### src/rtl/i2c_cmd_pkg.sv
package i2c_cmd_pkg;

  typedef enum logic [2:0] {
    S_IDLE,
    S_START,
    S_BITS,
    S_STOP,
    S_HOLD
  } seq_state_t;

  // Command word fields: bit3 ack, bit2 stop, bit1 start, bit0 run
  typedef struct packed {
    logic ack;
    logic stop;
    logic start;
    logic run;
  } ctrl_cmd_t;

  localparam logic [1:0] SEL_TARGET = 2'd0;
  localparam logic [1:0] SEL_TXDATA = 2'd1;
  localparam logic [1:0] SEL_CMD    = 2'd2;

  function automatic ctrl_cmd_t decode_cmd(input logic [7:0] w);
    return ctrl_cmd_t'(w[3:0]);
  endfunction

  // Pull-down request for one bit cell: drive a 0 when sending,
  // release when listening; in the acknowledge slot the roles swap.
  function automatic logic cell_pull(input logic sending, input logic ack_slot,
                                     input logic bit_val, input logic ack_en);
    if (ack_slot) return sending ? 1'b0 : ack_en;
    return sending ? ~bit_val : 1'b0;
  endfunction

endpackage

### src/rtl/i2c_qtr_tick.sv
module i2c_qtr_tick #(
  parameter int QTR_CYCLES = 125
) (
  input  logic clk,
  input  logic rst_n,
  input  logic restart,
  output logic tick
);
  localparam int CW = $clog2(QTR_CYCLES + 1);
  localparam logic [CW-1:0] LAST = CW'(QTR_CYCLES - 1);

  logic [CW-1:0] cnt;

  always_ff @(posedge clk or negedge rst_n) begin
    if (!rst_n)                      cnt <= '0;
    else if (restart || cnt == LAST) cnt <= '0;
    else                             cnt <= cnt + 1'b1;
  end

  assign tick = (cnt == LAST) && !restart;
endmodule

### src/rtl/i2c_byte_shift.sv
module i2c_byte_shift #(
  parameter int W = 8
) (
  input  logic         clk,
  input  logic         rst_n,
  input  logic         load,
  input  logic [W-1:0] load_val,
  input  logic         shift,
  input  logic         sin,
  output logic         msb,
  output logic [W-1:0] value
);
  always_ff @(posedge clk or negedge rst_n) begin
    if (!rst_n)     value <= '0;
    else if (load)  value <= load_val;
    else if (shift) value <= {value[W-2:0], sin};
  end

  assign msb = value[W-1];
endmodule

### src/rtl/i2c_cmd_master.sv
module i2c_cmd_master
  import i2c_cmd_pkg::*;
#(
  parameter int QTR_CYCLES = 125
) (
  input  logic       clk,
  input  logic       rst_n,
  input  logic       reg_we,
  input  logic [1:0] reg_sel,
  input  logic [7:0] reg_wdata,
  input  logic       scl_i,
  input  logic       sda_i,
  output logic       scl_oe,
  output logic       sda_oe,
  output logic [7:0] rx_byte,
  output logic       busy,
  output logic       irq,
  output logic       nack_err
);
  localparam int          BYTE_W   = 8;
  localparam logic [3:0]  ACK_SLOT = 4'(BYTE_W);

  seq_state_t  state;
  logic [1:0]  q;
  logic [3:0]  bit_idx;
  logic        in_data, cur_dir, cmd_ack, cmd_stop, rs_flag;
  logic        ack_line, sda_drv;
  logic [7:0]  target_reg, tx_reg;
  ctrl_cmd_t   cmd_w;
  logic        tick, sh_load, sh_shift, sh_msb;
  logic [7:0]  sh_value, sh_load_val;

  // Named events for the checker
  logic ev_accept, ev_step, ev_nack, ev_done, bus_held, in_bit_cell, tx_mode, at_ack;

  assign cmd_w       = decode_cmd(reg_wdata);
  assign busy        = (state == S_START) || (state == S_BITS) || (state == S_STOP);
  assign bus_held    = (state == S_HOLD);
  assign in_bit_cell = (state == S_BITS);
  assign tx_mode     = !in_data || !cur_dir;
  assign at_ack      = (bit_idx == ACK_SLOT);
  assign ev_accept   = reg_we && (reg_sel == SEL_CMD) && cmd_w.run && !busy
                       && (cmd_w.start || bus_held);
  assign ev_step     = tick && busy && (q == 2'd3);
  assign ev_nack     = ev_step && in_bit_cell && at_ack && tx_mode && ack_line;
  assign ev_done     = ev_step && ((state == S_STOP) ||
                       (in_bit_cell && at_ack && in_data && !ev_nack && !cmd_stop));

  assign sh_load     = ev_accept || (ev_step && in_bit_cell && at_ack && !in_data && !ev_nack);
  assign sh_load_val = (ev_accept && cmd_w.start) ? target_reg : tx_reg;
  assign sh_shift    = tick && in_bit_cell && (q == 2'd2) && !at_ack;

  i2c_qtr_tick #(.QTR_CYCLES(QTR_CYCLES)) u_tick (
    .clk(clk), .rst_n(rst_n), .restart(ev_accept), .tick(tick)
  );

  i2c_byte_shift #(.W(BYTE_W)) u_shift (
    .clk(clk), .rst_n(rst_n), .load(sh_load), .load_val(sh_load_val),
    .shift(sh_shift), .sin(sda_i), .msb(sh_msb), .value(sh_value)
  );

  always_ff @(posedge clk or negedge rst_n) begin
    if (!rst_n) begin
      target_reg <= '0;
      tx_reg     <= '0;
    end else if (reg_we) begin
      if (reg_sel == SEL_TARGET) target_reg <= reg_wdata;
      if (reg_sel == SEL_TXDATA) tx_reg     <= reg_wdata;
    end
  end

  always_ff @(posedge clk or negedge rst_n) begin
    if (!rst_n) begin
      state    <= S_IDLE;
      q        <= '0;
      bit_idx  <= '0;
      in_data  <= 1'b0;
      cur_dir  <= 1'b0;
      cmd_ack  <= 1'b0;
      cmd_stop <= 1'b0;
      rs_flag  <= 1'b0;
      ack_line <= 1'b1;
      sda_drv  <= 1'b0;
      irq      <= 1'b0;
      nack_err <= 1'b0;
      rx_byte  <= '0;
    end else if (ev_accept) begin
      state    <= cmd_w.start ? S_START : S_BITS;
      q        <= '0;
      bit_idx  <= '0;
      in_data  <= !cmd_w.start;
      cmd_ack  <= cmd_w.ack;
      cmd_stop <= cmd_w.stop;
      rs_flag  <= bus_held;
      irq      <= 1'b0;
      nack_err <= 1'b0;
      if (cmd_w.start) begin
        cur_dir <= target_reg[0];
        sda_drv <= 1'b0;
      end
    end else if (tick && busy) begin
      q <= q + 2'd1;
      case (state)
        S_START: if (q == 2'd1) sda_drv <= 1'b1;
        S_STOP: begin
          if (q == 2'd0) sda_drv <= 1'b1;
          if (q == 2'd2) sda_drv <= 1'b0;
        end
        S_BITS: begin
          if (q == 2'd0) sda_drv  <= cell_pull(tx_mode, at_ack, sh_msb, cmd_ack);
          if (q == 2'd2) ack_line <= sda_i;
        end
        default: ;
      endcase
      if (q == 2'd3) begin
        case (state)
          S_START: begin
            state   <= S_BITS;
            bit_idx <= '0;
          end
          S_STOP: begin
            state <= S_IDLE;
            irq   <= 1'b1;
          end
          S_BITS: begin
            if (!at_ack) begin
              bit_idx <= bit_idx + 4'd1;
            end else if (ev_nack) begin
              state    <= S_STOP;
              nack_err <= 1'b1;
            end else if (!in_data) begin
              in_data <= 1'b1;
              bit_idx <= '0;
            end else begin
              if (cur_dir) rx_byte <= sh_value;
              if (cmd_stop) state <= S_STOP;
              else begin
                state <= S_HOLD;
                irq   <= 1'b1;
              end
            end
          end
          default: ;
        endcase
      end
    end
  end

  always_comb begin
    case (state)
      S_START: scl_oe = ((q == 2'd0) && rs_flag) || (q == 2'd3);
      S_BITS:  scl_oe = (q < 2'd2);
      S_STOP:  scl_oe = (q < 2'd2);
      S_HOLD:  scl_oe = 1'b1;
      default: scl_oe = 1'b0;
    endcase
  end

  assign sda_oe = sda_drv;
endmodule

### config.mk
export PLATFORM = sky130hd
export DESIGN_NAME = i2c_cmd_master
export DESIGN_NICKNAME = d
export VERILOG_FILES = /design/src/rtl/i2c_cmd_pkg.sv /design/src/rtl/i2c_qtr_tick.sv /design/src/rtl/i2c_byte_shift.sv /design/src/rtl/i2c_cmd_master.sv
export SDC_FILE = /design/constraint.sdc
export NUM_CORES = 1
export LEC_CHECK = 0
export ABC_AREA = 0
export BUFFER_PORTS_ARGS = -buffer_cell sky130_fd_sc_hd__buf_2
export CORE_MARGIN = 2
export CORE_UTILIZATION = 63
export CTS_CLUSTER_SIZE = 30
export DETAILED_ROUTE_END_ITERATION = 12
export PLACE_DENSITY = 0.81
export SKIP_LAST_GASP = 1
export SLEW_MARGIN = 20
export SYNTH_ARGS = -nofsm -noshare
export SYNTH_HDL_FRONTEND = slang
export SYNTH_HIERARCHICAL = 1
export SYNTH_SLANG_ARGS = --single-unit
### constraint.sdc
create_clock -name clk -period 5.9 [get_ports clk]
set_input_delay 1.18 -clock clk [delete_from_list [all_inputs] [get_ports clk]]
set_output_delay 1.18 -clock clk [all_outputs]
set_load 0.1 [all_outputs]
# Word-level counts from Yosys, hierarchy flattened
# Cells that the tools add are included.
# word_totals
regBits	57
input_bits	15
output_inout_bits	13
# classes
add_sub_neg	3
magnitude_cmp	1
eq_ne	23
mux	60
bitwise	3
n_reduce_logical	55
# op_table
op	n
1-bit two-way mux	35
4-bit two-way mux	6
8-bit two-way mux	3
3-bit two-way mux	7
5-bit AND reduction	4
1-bit logical AND	18
4-bit inequality test, second input constant	3
2-bit nonzero test	6
3-bit by 2-bit inequality test with 1-bit output, second input constant	3
3-bit inequality test, second input constant	3
3-bit case mux with 3 select lines	1
4-bit case mux with 2 select lines	1
8-bit AND reduction	1
7-bit by 1-bit adder with 7-bit output, second input constant	1
7-bit == test, second input constant	1
1-bit zero test	7
1-bit logical OR	7
7-bit two-way mux	1
7-bit AND reduction	1
2-bit == test, second input constant	3
3-bit by 2-bit == test with 1-bit output, second input constant	2
2-bit two-way mux	3
1-bit case mux with 3 select lines	2
2-bit AND reduction	3
17 further kinds	23

# Longest topological paths before layout
# Gate-level depths: netlist of the first run.
# depth
word_depth	20
ltp_mapped	12

# Modules after synthesis
# Netlist of the first run, hierarchy kept.
# modules_own_cells
module	instances	cells_per_inst	area_per_inst_um2	seq_area_each_um2
i2c_cmd_master	1	186	2195.9	1052.3
i2c_byte_shift	1	35	380.4	200.2
i2c_qtr_tick	1	36	349.1	175.2

# Worst setup path after synthesis of the first run
# OpenSTA, ideal clock, no wires.
# synth_timing
path_kind	input to register
start	input reg_wdata[1]
end	register rx_byte[0]
setup_time_ps	125
arrival_time_ps	3087
required_ps	5775
slack_ps	2688
stages	8
path_buffers	1
cell_sequence	nor3b_1 > o2111a_2 > buf_2 > nor3_1 > and2_1 > nand3_2 > nor2_4 > mux2_2
# synth_between
elab_chain_len	12
word_cells_on_any_way	13
classes_between	bitwise (2); reduce/logical (11)
# synth_lines
element	line	rtl
start: declaration	i2c_cmd_master.sv:10	input logic [7:0] reg_wdata,
1-bit logical OR *	i2c_cmd_master.sv:43	&& (cmd_w.start || bus_held);
1-bit logical AND *	i2c_cmd_master.sv:43	
named net ev_accept	i2c_cmd_master.sv:34	logic ev_accept, ev_step, ev_nack, ev_done, bus_held, in_bit_cell, tx_mode, at_ack;
1-bit zero test *	i2c_qtr_tick.sv:20	assign tick = (cnt == LAST) && !restart;
1-bit logical AND *	i2c_qtr_tick.sv:20	
named net tick	i2c_cmd_master.sv:30	logic tick, sh_load, sh_shift, sh_msb;
1-bit logical AND *	i2c_cmd_master.sv:44, i2c_cmd_master.sv:101	
1-bit logical AND	i2c_cmd_master.sv:44	assign ev_step = tick && busy && (q == 2'd3);
1-bit logical AND (4 in series)	i2c_cmd_master.sv:45	assign ev_nack = ev_step && in_bit_cell && at_ack && tx_mode && ack_line;
1-bit NOT (no source line)	--	
8-bit AND reduction (no source line) *	--	
end signal: assignment	i2c_cmd_master.sv:135	if (cur_dir) rx_byte <= sh_value;
end: declaration	i2c_cmd_master.sv:15	output logic [7:0] rx_byte,
# Mark *: on every way through the listed nets, which the timed path passes. The rest lies on a longest branch.
# A chain may end at the register's enable or synchronous reset.

# Worst setup path after layout of the first run
# layout_timing
start	input reg_wdata[1]
end	register u_shift.value[4]
# layout_between
word_cells_on_any_way	21
classes_between	mux (2); reduce/logical (19)
# layout_lines
element	line	rtl
1-bit logical OR	i2c_cmd_master.sv:43	
1-bit logical AND	i2c_cmd_master.sv:43	
1-bit zero test	i2c_qtr_tick.sv:20	
1-bit logical AND	i2c_qtr_tick.sv:20	
named net tick	i2c_cmd_master.sv:30	
1-bit logical AND (3 in series)	i2c_cmd_master.sv:51	assign sh_shift = tick && in_bit_cell && (q == 2'd2) && !at_ack;
named net sh_shift	i2c_cmd_master.sv:30	
2-bit nonzero test (no source line)	--	
end signal: assignment	i2c_byte_shift.sv:15	else if (load) value <= load_val;
end signal: assignment	i2c_byte_shift.sv:16	else if (shift) value <= {value[W-2:0], sin};
end: declaration	i2c_byte_shift.sv:11	output logic [W-1:0] value
# The timed path passes the listed nets, and every way through them passes these cells.

==> flow_summary.json, run 1 <==
{
  "final-seq-area_um2": 1430,
  "place_ws_ps": 2070,
  "htreeDepth": 3,
  "rsz0062_at_grt": "no",
  "timing.final.ws_setup_ps": 2390,
  "highest_layer": "met4",
  "first_pass_iters": 4,
  "async_reset_ff_frac": 1.00,
  "post-route-util": 0.734,
  "arrival_ps": 3730,
  "skew_ps": 6.76,
  "period_minus_slack_ps": 3510,
  "dr_total_vias": 2066,
  "place_congestion": 0.809,
  "post_drt_wl_per_cell_um": 15.7,
  "setup_viol": 0,
  "fillers": 313,
  "syn_nets": 280,
  "routedLengthMet1_um": 2650,
  "ys_warn_count": 6,
  "syn-cell-area_um2": 2930,
  "ctsHoldBuffers": 0,
  "synth-edff-count": 0,
  "path_max_fanout": 17,
  "place_hpwl_um": 3720,
  "drt-initial-drc-count": 96,
  "max_freq_mhz": 285,
  "syn_area_per_cell_um2": 11.4,
  "grt_max_degree": 58,
  "cts_setup_buffers": 0,
  "status": "finished clean",
  "ys.flop_type": "dfrtp_1",
  "p_total_mw": 1.27,
  "cts_tree": "done",
  "core_area_um2": 4410,
  "io_buffer_count": 26,
  "ir_drop_mv": 0.263,
  "clk_pin_slew_ps": 60,
  "grt_use_total": 0.236,
  "end_kind": "register",
  "chipWidth_um": 72.1,
  "multiInputGateArea_um2": 1390,
  "ys_ff_latch": 57,
  "min_path_type": "reg2reg",
  "antenna_found_initial": 0,
  "yosysSeqAreaShare": 0.488,
  "postRouteAntennaNets": 0,
  "grt_pass1_wl_um": 9290,
  "hold_viol_final": 0,
  "power_leakage_nw": 1.48,
  "criticalPathCategory": "in2reg",
  "drc": 0,
  "critical_path_required_ps": 6110,
  "min_from": "rx_byte[6]",
  "post_cts_resized": 0,
  "netlist_instances": 257,
  "io_pins": 28,
  "grt.overflow.total": 0,
  "r2r-start": "state[1]",
  "rows": 24,
  "dieHeight_um": 72.1,
  "area_growth_pct": 10.8,
  "dieArea_um2": 5200,
  "drv_slew": 0,
  "grt_pass1_vias": 1961,
  "dr_wl_met3_um": 241,
  "antennaDiodeCount": 0,
  "layout_commonest_cell": "dfrtp_1",
  "powerDensity_nw_per_um2": 391,
  "crit_path_start": "reg_wdata[1]",
  "maxSlewHeadroom": 0.451,
  "worst_pin_slew_ps": 821,
  "clock-sinks": 57,
  "insertion_delay_ps": 340,
  "cts_buffers": 9,
  "timing.hold.ws_ps": 499,
  "clockBufferDepth": 2,
  "wl_um": 5400,
  "via_per_inst": 6.02,
  "cap_viol_max_count": 0,
  "cts_root_buf": "clkbuf_8",
  "fin_crit_sh": 0.595,
  "drive_gt1_frac": 0.306,
  "fin_tns_setup_ps": 0,
  "synth_cell_types": 57,
  "fin_nets": 310,
  "start_util": 0.663,
  "met2_length_um": 2440,
  "mostFrequentLayoutCells": "dfrtp_1 (56), mux2_2 (36), buf_2 (26)",
  "cp-start-kind": "input port"
}
==> synth_stat cells (all sizes together), types with 2 or more instances <==
library cell | n | area, µm²
nand3b | 3 | 22.5
a31oi | 2 | 27.5
o211ai | 2 | 15.0
o31ai | 2 | 15.0
and2 | 2 | 12.5
xnor2 | 2 | 17.5
nor2b | 3 | 18.8
nand4 | 3 | 18.8
nor2 | 20 | 82.6
ha | 8 | 100
a32o | 2 | 20.0
nor3 | 5 | 25.0
a21oi | 6 | 30.0
dfrtp | 56 | 1400
nand2 | 18 | 70.1
xor2 | 3 | 26.3
o31a | 2 | 17.5
mux2i | 9 | 90.1
a21o | 2 | 16.3
inv | 10 | 37.5
buf | 8 | 67.6
nor3b | 3 | 38.8
o21bai | 2 | 18.8
o21ai | 18 | 90.1
nand3 | 9 | 50.1
a211oi | 2 | 15.0
mux2 | 36 | 405
==> critical path, cell delays in order <==
cell,delay [ps]
buf_2,140
nor3b_1,160
o2111a_2,410
nor3_1,700
nand2_1,100
nor2_1,660
mux2i_1,290
o21ai_1,80
==> cell families (layout without fill, tap and decap cells) <==
| kind of cell | count (synthesis) | after routing | share of synthesized area |
|---|---|---|---|
| compound gates | 48 | 48 | 0.116 |
| xor+xnor | 5 | 5 | 0.0150 |
| fa+ha+maj | 8 | 8 | 0.0342 |
| buf+inv | 19 | 53 | 0.0372 |
| flops | 57 | 57 | 0.488 |
| mux | 45 | 45 | 0.169 |
| simple gates | 75 | 75 | 0.140 |
==> routing by layer <==
layer | global-route usage | up-vias
li1 | - | 994
met1 | 0.342 | 1013
met2 | 0.337 | 49
met3 | 0.0722 | 10
met4 | 0.0860 | 0
met5 | 0 | -
==> layout make-up <==
type	count	area share
clock inverters	4	0.0139
well taps	52	0.0201
repair buffers	28	0.0448
multi-input cells	181	0.429
inverters	10	0.0116
flip-flops and latches	57	0.441
clock buffers	11	0.0405
==> path summary, 6_finish.rpt <==
check,endpoint,slack (ps),cells past startpoint
worst max register to register,u_shift/value[4],2830,7
worst max-delay path,u_shift/value[4],2390,8
max in group asynchronous,irq,4460,2
worst min-delay path,rx_byte[6],500,1
worst min register to register,rx_byte[6],500,1
min in group asynchronous,u_tick/cnt[2],970,2
==> power breakdown <==
| group | total [mW] | internal, mW | leakage, nW | switching [mW] |
|---|---|---|---|---|
| combinational | 0.375 | 0.134 | 0.671 | 0.241 |
| sequential | 0.557 | 0.471 | 0.721 | 0.0860 |
| clock | 0.335 | 0.190 | 0.0929 | 0.145 |
==> metrics by stage <==
stage	instance area [µm²]	std cells
2_1_floorplan	2930	257
3_3_place_gp	3060	327
3_5_place_dp	3060	327
4_1_cts	3230	342
5_1_grt	3240	343
6_report	3240	343
No activity file was read; power rests on OpenSTA's default activity.
==> inputs of run 2 (changes only) <==
- CORE_UTILIZATION: 63 -> 53
- PLACE_DENSITY: 0.81 -> 0.72
- clock period: 5.9 -> 3.1 ns (I/O delays scaled with it)
==> flow_summary.json, run 2 (synthesized netlist as in run 1, its figures left out) <==
{
  "status": "finished clean",
  "chipWidth_um": 78.3,
  "post-route-util": 0.615,
  "path_max_fanout": 9,
  "drt-initial-drc-count": 163,
  "final-seq-area_um2": 1430,
  "dr_total_vias": 2065,
  "routedLengthMet1_um": 2680,
  "skew_ps": 10.9,
  "end_kind": "primary output",
  "drive_gt1_frac": 0.323,
  "layout_commonest_cell": "dfrtp_1",
  "crit_chain": "inv_1 > nor3_1 > o31a_1 > buf_2",
  "grt_use_total": 0.207,
  "fin_crit_sh": 0.812,
  "highest_layer": "met4",
  "wl_um": 5680,
  "min_path_type": "in2async",
  "hold_viol_final": 0,
  "grt_pass1_wl_um": 9720,
  "max_freq_mhz": 397,
  "ir_drop_mv": 0.418,
  "clk_pin_slew_ps": 70,
  "cp-start-kind": "register",
  "io_buffer_count": 26,
  "antenna_found_initial": 0,
  "grt_max_degree": 40,
  "cpPeakStageDelay_ps": 580,
  "p_total_mw": 2.47,
  "core_area_um2": 5410,
  "clock-sinks": 57,
  "slowest_stage": "dfrtp_1",
  "worst_pin_slew_ps": 883,
  "timing.hold.ws_ps": 409,
  "dr_wl_met3_um": 232,
  "fin_nets": 315,
  "power_leakage_nw": 1.51,
  "ctsHoldBuffers": 0,
  "fin_tns_setup_ps": 0,
  "dieArea_um2": 6130,
  "period_minus_slack_ps": 2520,
  "grt.overflow.total": 0,
  "arrival_ps": 1900,
  "dieHeight_um": 78.3,
  "postRouteAntennaNets": 0,
  "cap_viol_max_count": 0,
  "fillers": 475,
  "crit_path_start": "state[0]",
  "clockBufferDepth": 2,
  "maxSlewHeadroom": 0.411,
  "htreeDepth": 3,
  "critical_path_required_ps": 2480,
  "rsz0062_at_grt": "no",
  "area_growth_pct": 13.6,
  "rows": 27,
  "insertion_delay_ps": 330,
  "grt_pass1_vias": 2035,
  "via_per_inst": 5.60,
  "drc": 0,
  "multiInputGateArea_um2": 1390,
  "place_congestion": 0.817,
  "post_cts_resized": 0,
  "fin_area_um2": 3320,
  "cp_top_family": "buffers and inverters",
  "antennaDiodeCount": 0,
  "setup_viol": 0,
  "cts_root_buf": "clkbuf_8",
  "powerDensity_nw_per_um2": 744,
  "cts_tree": "done",
  "post_drt_wl_per_cell_um": 15.4,
  "place_hpwl_um": 3900,
  "first_pass_iters": 4,
  "r2r-start": "state[0]",
  "drv_slew": 0,
  "cts_setup_buffers": 0,
  "r2r_slack_ps": 770,
  "cts_buffers": 9,
  "crit_buf_inv": 2,
  "dpl-instance-area_um2": 3130,
  "start_util": 0.541,
  "mostFrequentLayoutCells": "dfrtp_1 (56), mux2_2 (36), buf_2 (26)",
  "criticalPathCategory": "reg2out",
  "io_pins": 28,
  "met2_length_um": 2620
}
==> run 2: layout make-up <==
type / instances / share of cell area
multi-input combinational: 181 / 0.418
sequential: 57 / 0.430
clock inverter: 5 / 0.0166
clock buffer: 11 / 0.0425
inverter: 10 / 0.0113
timing repair buffer: 33 / 0.0550
tap: 72 / 0.0271
==> run 2: report_power, final <==
group          switching (mW)  internal [mW]
clock                   0.301          0.390
combinational           0.468          0.257
sequential              0.160          0.896
==> run 2: worst paths after layout <==
check,to,depth (start not counted)
setup / recovery,scl_oe,4
hold / removal,q[0],1
setup reg to reg,rx_byte[1],8
hold reg to reg,sda_oe,1
max in group asynchronous,ack_line,2
min in group clk,sda_oe,1
==> run 2: through the flow <==
| step | setup slack (ps) | cells |
|---|---|---|
| global route | 432 | 369 |
| floorplan | 448 | 257 |
| CTS | 607 | 369 |
| global placement | 534 | 353 |
| finish | 584 | 369 |
| detailed placement | 527 | 353 |
==> run 2: metal layers <==
metal  track usage  vias to the layer above
li1              -                      994
met1         0.281                     1008
met2         0.316                       51
met3        0.0448                       12
met4         0.100                        0
met5             0                        -
==> run 2: worst register-to-register path: cells and delay by family (launching register included) <==
kind | cells | cell delay [ps]
muxes | 1 | 370
DFF | 1 | 580
AOI/OAI and AO/OA | 1 | 260
buffers and inverters | 1 | 180
and+or+nand+nor | 5 | 830
